`config.mk`:
```
export PLATFORM = sky130hd
export DESIGN_NAME = rx_trig_fifo
export DESIGN_NICKNAME = d
export VERILOG_FILES = /design/src/rtl/rxf_pkg.sv /design/src/rtl/rxf_ctrl.sv /design/src/rtl/rxf_store.sv /design/src/rtl/rxf_thresh.sv /design/src/rtl/rx_trig_fifo.sv
export SDC_FILE = /design/constraint.sdc
export NUM_CORES = 1
export LEC_CHECK = 0
export BUFFER_PORTS_ARGS = -buffer_cell sky130_fd_sc_hd__buf_2
export CAP_MARGIN = 5
export CORE_ASPECT_RATIO = 1.25
export CORE_MARGIN = 3
export CORE_UTILIZATION = 65
export CTS_CLUSTER_SIZE = 8
export DETAILED_ROUTE_END_ITERATION = 6
export HOLD_SLACK_MARGIN = 0.1
export PLACE_DENSITY = 0.85
export RECOVER_POWER = 100
export SYNTH_ARGS = -nofsm -noshare
export SYNTH_HDL_FRONTEND = slang
export SYNTH_SLANG_ARGS = --single-unit
```
`constraint.sdc`:
```
create_clock -name clk -period 5.6 [get_ports clk]
set_clock_uncertainty 0.15 [all_clocks]
set_input_delay 0.84 -clock clk [delete_from_list [all_inputs] [get_ports clk]]
set_output_delay 0.84 -clock clk [all_outputs]
set_load 0.01 [all_outputs]
```
`src/rtl/rxf_pkg.sv`:
```
package rxf_pkg;
  // Trigger level for each 2-bit select code.
  function automatic int unsigned trig_level(input logic [1:0] sel);
    case (sel)
      2'd0:    return 1;
      2'd1:    return 4;
      2'd2:    return 8;
      default: return 14;
    endcase
  endfunction
endpackage

```
`src/rtl/rxf_ctrl.sv`:
```
module rxf_ctrl #(
  parameter int DEPTH = 16,
  localparam int AW = $clog2(DEPTH),
  localparam int CW = $clog2(DEPTH + 1)
) (
  input  logic          clk,
  input  logic          rst_n,
  input  logic          clr,
  input  logic          push_req,
  input  logic          pop_req,
  output logic          push_ok,
  output logic          pop_ok,
  output logic [AW-1:0] wr_ptr,
  output logic [AW-1:0] rd_ptr,
  output logic [CW-1:0] count
);
  localparam logic [CW-1:0] FULL = CW'(DEPTH);
  localparam logic [AW-1:0] LAST = AW'(DEPTH - 1);

  assign push_ok = push_req && !clr && (count != FULL);
  assign pop_ok  = pop_req && !clr && (count != '0);

  function automatic logic [AW-1:0] bump(input logic [AW-1:0] p);
    return (p == LAST) ? '0 : p + 1'b1;
  endfunction

  always_ff @(posedge clk or negedge rst_n) begin
    if (!rst_n) begin
      wr_ptr <= '0;
      rd_ptr <= '0;
      count  <= '0;
    end else if (clr) begin
      wr_ptr <= '0;
      rd_ptr <= '0;
      count  <= '0;
    end else begin
      if (push_ok) wr_ptr <= bump(wr_ptr);
      if (pop_ok)  rd_ptr <= bump(rd_ptr);
      case ({push_ok, pop_ok})
        2'b10:   count <= count + 1'b1;
        2'b01:   count <= count - 1'b1;
        default: count <= count;
      endcase
    end
  end

  assert_cnt_bound_R3: assert property (@(posedge clk) disable iff (!rst_n)
    count <= FULL);
  assert_full_hold_R3: assert property (@(posedge clk) disable iff (!rst_n)
    (count == FULL && push_req && !pop_req && !clr) |=> count == FULL);
  assert_empty_read_R6: assert property (@(posedge clk) disable iff (!rst_n)
    (count == '0 && pop_req && !push_req && !clr) |=> (count == '0 && $stable(rd_ptr)));
  assert_clr_zero_R11: assert property (@(posedge clk) disable iff (!rst_n)
    clr |=> (count == '0 && wr_ptr == '0 && rd_ptr == '0));
endmodule

```
`src/rtl/rxf_store.sv`:
```
module rxf_store #(
  parameter int DEPTH = 16,
  parameter int DW = 8,
  localparam int AW = $clog2(DEPTH)
) (
  input  logic          clk,
  input  logic          we,
  input  logic [AW-1:0] waddr,
  input  logic [DW-1:0] wdata,
  input  logic [AW-1:0] raddr,
  output logic [DW-1:0] rdata
);
  logic [DW-1:0] cells [DEPTH];

  for (genvar i = 0; i < DEPTH; i++) begin : g_cell
    always_ff @(posedge clk) begin
      if (we && waddr == AW'(i)) cells[i] <= wdata;
    end
  end

  assign rdata = cells[raddr];
endmodule

```
`src/rtl/rxf_thresh.sv`:
```
module rxf_thresh #(
  parameter int CW = 5
) (
  input  logic          clk,
  input  logic          rst_n,
  input  logic          clr,
  input  logic          push_ok,
  input  logic          pop_ok,
  input  logic [CW-1:0] count,
  input  logic [CW-1:0] trig,
  input  logic          irq_en,
  output logic          flag,
  output logic          irq
);
  logic [CW-1:0] cnt_nxt;
  logic          set_ev;
  logic          flag_d;
  logic          irq_d;

  always_comb begin
    cnt_nxt = count;
    if (push_ok && !pop_ok) cnt_nxt = count + 1'b1;
    if (pop_ok && !push_ok) cnt_nxt = count - 1'b1;
    set_ev = push_ok && (cnt_nxt >= trig);

    flag_d = flag;
    if (clr)                      flag_d = 1'b0;
    else if (push_ok && pop_ok)   flag_d = (count >= trig);
    else if (set_ev)              flag_d = 1'b1;
    else if (pop_ok && cnt_nxt < trig) flag_d = 1'b0;

    irq_d = irq;
    if (clr || !irq_en) irq_d = 1'b0;
    else if (set_ev)    irq_d = 1'b1;
    else if (!flag_d)   irq_d = 1'b0;
  end

  always_ff @(posedge clk or negedge rst_n) begin
    if (!rst_n) begin
      flag <= 1'b0;
      irq  <= 1'b0;
    end else begin
      flag <= flag_d;
      irq  <= irq_d;
    end
  end

  assert_flag_rise_R8: assert property (@(posedge clk) disable iff (!rst_n)
    $rose(flag) |-> $past(push_ok));
  assert_flag_fall_R8: assert property (@(posedge clk) disable iff (!rst_n)
    $fell(flag) |-> $past(pop_ok || clr));
  assert_irq_gated_R10: assert property (@(posedge clk) disable iff (!rst_n)
    irq |-> $past(irq_en));
  assert_irq_clr_R11: assert property (@(posedge clk) disable iff (!rst_n)
    clr |=> (!irq && !flag));
endmodule

```
`src/rtl/rx_trig_fifo.sv`:
```
module rx_trig_fifo #(
  parameter int DEPTH = 16,
  parameter int DW = 8,
  localparam int AW = $clog2(DEPTH),
  localparam int CW = $clog2(DEPTH + 1)
) (
  input  logic          clk,
  input  logic          rst_n,
  input  logic          rx_en,
  input  logic          in_valid,
  input  logic [DW-1:0] in_data,
  input  logic          rd_req,
  output logic [DW-1:0] rd_data,
  input  logic [1:0]    trig_sel,
  input  logic          clr,
  input  logic          irq_en,
  output logic [CW-1:0] count,
  output logic          full_flag,
  output logic          irq
);
  import rxf_pkg::*;

  logic          push_ok, pop_ok;
  logic [AW-1:0] wr_ptr, rd_ptr;
  logic [DW-1:0] head_byte;
  logic [CW-1:0] trig;

  assign trig = CW'(trig_level(trig_sel));

  rxf_ctrl #(.DEPTH(DEPTH)) u_ctrl (
    .clk(clk), .rst_n(rst_n), .clr(clr),
    .push_req(in_valid && rx_en), .pop_req(rd_req),
    .push_ok(push_ok), .pop_ok(pop_ok),
    .wr_ptr(wr_ptr), .rd_ptr(rd_ptr), .count(count)
  );

  rxf_store #(.DEPTH(DEPTH), .DW(DW)) u_store (
    .clk(clk), .we(push_ok), .waddr(wr_ptr), .wdata(in_data),
    .raddr(rd_ptr), .rdata(head_byte)
  );

  rxf_thresh #(.CW(CW)) u_thresh (
    .clk(clk), .rst_n(rst_n), .clr(clr),
    .push_ok(push_ok), .pop_ok(pop_ok), .count(count), .trig(trig),
    .irq_en(irq_en), .flag(full_flag), .irq(irq)
  );

  assign rd_data = (count != '0) ? head_byte : '1;

  assert_rxen_gate_R4: assert property (@(posedge clk) disable iff (!rst_n)
    (!rx_en && !rd_req && !clr) |=> $stable(count));
endmodule

```
==> impl_metrics.csv, run 1 <==
group,metric,value,unit
clock_tree,post_cts_buffers,0,
yosys,netlist_instances,345,
layout,antenna_cells,0,
yosys,yosys.area.top_type,"edfxtp_1",
yosys,synth-simple-area-share,0.0680,
sta,relSlewSlack,-0.275,
floorplan,dieWidth,94.0,um
grt,overflow,0,
sta,fin_crit,4.64,ns
run_status,violations,"design-rule violations, max-capacitance violations, max-slew violations",
yosys,synth_edf_count,128,
floorplan,io_pins,32,
grt,grt_use_total,0.264,
setup_path,path_class,"reg -> out",
worst_hold_path,worstHoldPathType,"in -> async",
layout,drive_above_1_share,0.163,
routing,via_per_inst,6.66,
yosys,synth-adder-area-share,0.0298,
yosys,yosysSeqAreaShare,0.671,
yosys,ys_top_cells_by_area,"edfxtp_1 61%, mux4_2 7.9%, mux4_1 7.5%",
clock_tree,hold_buffers,0,
floorplan,start_util,0.678,
layout,finalNonFillerCells,516,
grt,grt_pass1_wl,20.1,mm
flow_run,max_cap_viol_count,1,
placed_design,gp_congestion,0.820,
setup_path,critPathArrivalTime,3.65,ns
power,p_leak,0.00238,uW
layout,syn_to_final_growth,11.7,%
setup_path,crit_chain,"mux4_2 > mux4_2 > or2_0 > buf_2",
sta,maxSlewViolCount,37,
setup_path,critPathMaxStageDelay,1.62,ns
yosys,synth-compound-area-share,0.0436,
floorplan,die_area,10900,um^2
yosys,syn_area,6290,um^2
clock_tree,cts.repair.resized,0,
yosys,synth_top_flop_cell,"edfxtp_1",
yosys,synth.distinct_cells,50,
grt,grt_start_max_net_pins,37,
setup_path,cpMostUsedCell,"mux4_2",
setup_path,reg2reg_depth,12,
sta,tightest_slew,1.91,ns
sta,fin_ws,0.964,ns
routing,drt_iter0_drc,333,
yosys,yosysWarnings,0,
clock_tree,numClockSinks,143,
sta,max_freq,0.216,GHz
run_status,status,"complete, but fails checks",
placed_design,place_hpwl,7.78,mm
grt,antenna_found_initial,0,
yosys,syn_area_per_cell,18.2,um^2
clock_tree,h-tree-depth,4,
clock_tree,cts_made_buffers,17,
clock_tree,clk_root_buffer_cell,"clkbuf_16",
routing,firstDrtPassIters,7,
clock_tree,clkTransAtPathRegs,0.06,ns
clock_tree,clk_path_buf_depth,2,
routing,vias,3438,
layout,final_cell_mix,"128 x edfxtp_1, 22 x mux4_2, 21 x clkbuf_1",
yosys,synth_top_family_by_area,"multiplexers",
yosys,syn_nets,377,
routing,wire_per_inst,25.4,um
floorplan,core,9270,um^2
layout,final_common_cell,"edfxtp_1",
clock_tree,cts_tree,"done",
sta,hold_viol_final,0,
placed_design,dp_cells,484,
setup_path,timing.rr.start,"u_ctrl.count[0]$_DFFE_PN0P_",
setup_path,critPathLaunch,"u_ctrl.rd_ptr[0]$_DFFE_PN0P_",
setup_path,cp-start-kind,"register",
setup_path,cp_slowest_cell,"dfrtp_1",
setup_path,required,4.61,ns
sta,rsz0062_at_grt,"false",
setup_path,end_kind,"output pin",
power,vdd_drop_max,277,uV
sta,setup_viol,0,
yosys,synthMuxAreaShare,0.154,
power,p_per_area,410,nW/um^2
yosys,synth_xor_area_frac,0.00835,
yosys,async_flop_share,0.105,
yosys,ys_ff_latch,143,
power,total_power,2880,uW
sta,timing.final.crit_share,0.828,
setup_path,path_max_fanout,36,
routing,routed_wl,13.1,mm
floorplan,fp.dieH,116,um
grt,grt_pass1_vias,3522,
layout,fin_nets,412,
sta,tns,0,ns
routing,remaining_drc_errors,2,
placed_design,portBuffers,31,
floorplan,row_count,39,
routing,antenna_left,0,
clock_tree,worstSkewPairLatency,0.41,ns
yosys,yosysTopAreaCellShare,0.611,
placed_design,pre_cts_slack,1.55,ns
[layer usage]
metal,vias up,GRT usage,part of all wire
met4,0,0.123,0.040
met5,-,0,0
met3,40,0.0773,0.067
li1,1476,-,-
met2,163,0.433,0.52
met1,1759,0.326,0.37
[power by group]
part / switching (uW) / total (uW) / internal (uW)
clock network: 420 / 1070 / 651
registers: 89.9 / 1270 / 1180
logic: 257 / 539 / 282
[worst paths after layout]
check	slack, ns	to
setup / recovery	0.96	rd_data[6]
hold / removal	0.35	u_ctrl.count[0]$_DFFE_PN0P_
setup reg to reg	1.48	u_thresh.flag$_DFF_PN0_
hold reg to reg	0.45	u_thresh.irq$_DFFE_PN0P_
max in group asynchronous	4.43	u_ctrl.wr_ptr[1]$_DFFE_PN0P_
min in group clk	0.45	u_thresh.irq$_DFFE_PN0P_
[layout make-up]
class,instances,area [um^2]
sequential,143,4220
inverter,10,37.5
clock inverter,15,145
timing repair buffer,32,136
fill,518,2240
tap,123,154
clock buffer,17,425
multi-input combinational,176,1910
[flip-flops by register name, summed over array words and instances (netlist names)]
| register | flops |
|---|---|
| u_thresh.flag | 1 |
| u_ctrl.wr_ptr | 4 |
| u_store.cells | 128 |
| u_thresh.irq | 1 |
| u_ctrl.rd_ptr | 4 |
| u_ctrl.count | 5 |
[Yosys cell counts, types with 2 or more instances]
library cell  number
nor3_1             4
xnor2_1            3
nor2_1            17
dfrtp_1           15
nand2b_1           5
edfxtp_1         128
and3_1             5
a21oi_1            2
nand3_1            4
mux4_1            18
o21ai_0           11
and4_1             3
clkbuf_1           3
and2_1             9
buf_6              3
or2_1              8
a31oi_1            2
o31ai_1            3
mux4_2            22
clkbuf_2           2
nand3b_1           2
inv_1             10
a211oi_1           5
nor2b_1            3
ha_1              15
xor2_1             3
nand2_1           11
buf_2              5
a22oi_1            3
[stage by stage]
step / hold WS (ns) / utilization / area (um^2)
2_1_floorplan: 0.394 / - / 6290
3_3_place_gp: 0.401 / 0.699 / 6480
3_5_place_dp: 0.432 / 0.699 / 6480
4_1_cts: 0.180 / 0.761 / 7060
5_1_grt: 0.413 / 0.758 / 7030
6_report: 0.352 / 0.758 / 7030
[worst max-delay path, delay by kind of cell (launching register included)]
family                 cells  cell delay, ns
muxes                      2            1.18
and+or+nand+nor            1            0.25
buffers and inverters      1            0.16
DFF                        1            1.62
[kinds of logic (layout without fill, tap and decap cells)]
| logic type | count (synthesis) | after routing |
|---|---|---|
| and+or+nand+nor | 76 | 76 |
| adders and majority gates | 15 | 15 |
| xor gates and xnor gates | 6 | 6 |
| buffers and inverters | 26 | 74 |
| DFF | 143 | 143 |
| AOI/OAI and AO/OA | 39 | 39 |
| muxes | 40 | 40 |
Power figures use the tool's default switching activity.
==> run 2, diff against run 1 <==
--- a/config.mk
+++ b/config.mk
@@ -9,11 +9,11 @@
 export CAP_MARGIN = 5
 export CORE_ASPECT_RATIO = 1.25
 export CORE_MARGIN = 3
-export CORE_UTILIZATION = 65
+export CORE_UTILIZATION = 61
 export CTS_CLUSTER_SIZE = 8
 export DETAILED_ROUTE_END_ITERATION = 6
 export HOLD_SLACK_MARGIN = 0.1
-export PLACE_DENSITY = 0.85
+export PLACE_DENSITY = 0.8
 export RECOVER_POWER = 100
 export SYNTH_ARGS = -nofsm -noshare
 export SYNTH_HDL_FRONTEND = slang
==> constraint.sdc (replaced) <==
create_clock -name clk -period 4.85 [get_ports clk]
set_clock_uncertainty 0.15 [all_clocks]
set_input_delay 0.7275 -clock clk [delete_from_list [all_inputs] [get_ports clk]]
set_output_delay 0.7275 -clock clk [all_outputs]
set_load 0.01 [all_outputs]
==> impl_metrics.csv, run 2 (synthesis results as in run 1) <==
group,metric,value,unit
run_status,status,"finished, final reports clean",
clock_tree,cts.repair.resized,0,
power,vdd_drop_max,327,uV
routing,vias,3425,
grt,grt_pass1_vias,3621,
sta,rsz0062_at_grt,"false",
layout,syn_to_final_growth,12.8,%
placed_design,gp_congestion,0.858,
floorplan,die_area,11600,um^2
clock_tree,clk_path_buf_depth,2,
layout,antenna_cells,0,
floorplan,io_pins,32,
layout,final_cell_mix,"128 x edfxtp_1, 22 x mux4_2, 22 x clkbuf_1",
setup_path,cp_top_family,"multiplexers",
clock_tree,clkTransAtPathRegs,0.06,ns
setup_path,reg2reg_setup_slack,1.42,ns
layout,drive_above_1_share,0.163,
power,p_per_area,483,nW/um^2
floorplan,row_count,40,
routing,wire_per_inst,25.9,um
routing,antenna_left,0,
setup_path,path_class,"reg -> out",
clock_tree,numClockSinks,143,
clock_tree,post_cts_buffers,0,
sta,tns,0,ns
layout,fin_nets,417,
floorplan,dieWidth,96.8,um
setup_path,cp-start-kind,"register",
setup_path,required,3.97,ns
clock_tree,hold_buffers,1,
layout,n_fill_cell,627,
routing,firstDrtPassIters,5,
setup_path,critPathArrivalTime,3.30,ns
routing,routed_wl,13.6,mm
grt,grt_pass1_wl,20.9,mm
routing,remaining_drc_errors,0,
sta,setup_viol,0,
clock_tree,cts_made_buffers,17,
layout,top_register,"u_store.cells",
layout,top_regs,"u_store.cells: 128 flops, u_ctrl.count: 5 flops",
power,p_leak,0.00241,uW
floorplan,core,9810,um^2
layout,largest_register_ffs,128,
floorplan,start_util,0.641,
routing,drt_iter0_drc,416,
grt,grt_start_max_net_pins,31,
setup_path,critPathBufInv,2,
sta,fin_crit,4.18,ns
worst_hold_path,worstHoldPathType,"in -> reg",
setup_path,end_kind,"output pin",
clock_tree,h-tree-depth,4,
clock_tree,worstSkewPairLatency,0.41,ns
placed_design,portBuffers,31,
setup_path,critPathMaxStageDelay,1.05,ns
placed_design,place_hpwl,7.84,mm
layout,regArea,4220,um^2
grt,overflow,0,
setup_path,path_max_fanout,20,
layout,multi_input_area,1900,um^2
routing,via_per_inst,6.54,
grt,antenna_found_initial,0,
clock_tree,clk_root_buffer_cell,"clkbuf_16",
layout,final_common_cell,"edfxtp_1",
flow_run,max_cap_viol_count,0,
sta,tightest_slew,1.08,ns
sta,relSlewSlack,0.283,
grt,grt_use_total,0.250,
setup_path,cp_slowest_cell,"dfrtp_1",
sta,max_freq,0.239,GHz
sta,hold_viol_final,0,
sta,maxSlewViolCount,0,
power,total_power,3430,uW
setup_path,crit_chain,"buf_4 > mux4_1 > mux4_2 > or2_0 > buf_2",
clock_tree,cts_tree,"done",
floorplan,fp.dieH,120,um
sta,timing.final.crit_share,0.862,
[run 2: cell types whose count changed in the layout (fill, tap and decap cells not counted)]
cell / delta
dlygate4sd3_1: +1
clkinv_2: -1
clkinv_1: +1
nor4b_2: -1
bufinv_16: +2
buf_2: +2
clkinv_4: -4
nor4b_1: +1
buf_4: +3
clkbuf_1: +1
[run 2: worst min-delay path, delay by kind of cell]
kind            cells  cell delay (ns)
compound gates      1             0.07
simple gates        1             0.06
buf+inv             1             0.10
[run 2: layout make-up]
| type | count | share of cell area |
|---|---|---|
| timing repair buffer | 37 | 0.0247 |
| tap | 126 | 0.0222 |
| inverter | 10 | 0.00529 |
| clock inverter | 13 | 0.0238 |
| sequential | 143 | 0.595 |
| clock buffer | 19 | 0.0610 |
| multi-input combinational | 176 | 0.268 |
[run 2: layer usage]
metal / vias to the layer above / part of all wire / wire length, um / global-route usage
met3: 33 / 0.064 / 874 / 0.0576
met1: 1735 / 0.38 / 5210 / 0.310
met4: 0 / 0.032 / 437 / 0.102
li1: 1492 / - / - / -
met2: 165 / 0.52 / 7040 / 0.427
met5: - / 0 / 0 / 0
[run 2: where the power goes]
| part | total (uW) | internal (uW) | switching [uW] |
|---|---|---|---|
| Clock | 1320 | 852 | 469 |
| Combinational | 672 | 338 | 334 |
| Sequential | 1440 | 1370 | 70.6 |
| Total | 3430 | 2560 | 873 |
[run 2: path summary, 6_finish.rpt]
kind                                              startpoint                     endpoint  cells after the start
min in group asynchronous                              rst_n  u_ctrl.count[0]$_DFFE_PN0P_                      2
worst max register to register   u_ctrl.count[0]$_DFFE_PN0P_      u_thresh.flag$_DFF_PN0_                     12
worst max-delay path            u_ctrl.rd_ptr[0]$_DFFE_PN0P_                   rd_data[0]                      5
max in group asynchronous                              rst_n      u_thresh.flag$_DFF_PN0_                      2
worst min register to register      u_thresh.irq$_DFFE_PN0P_     u_thresh.irq$_DFFE_PN0P_                      2
worst min-delay path                                  irq_en     u_thresh.irq$_DFFE_PN0P_                      3
[run 2: metrics by stage]
stage | utilization | hold WS, ns | std cells | cell area [um^2] | setup WS [ns]
2_1_floorplan | - | 0.282 | 345 | 6290 | 1.96
3_3_place_gp | 0.665 | 0.407 | 491 | 6520 | 1.49
3_5_place_dp | 0.665 | 0.428 | 491 | 6520 | 1.46
4_1_cts | 0.727 | 0.433 | 524 | 7130 | 0.981
5_1_grt | 0.723 | 0.454 | 524 | 7100 | 0.508
6_report | 0.723 | 0.443 | 524 | 7100 | 0.671
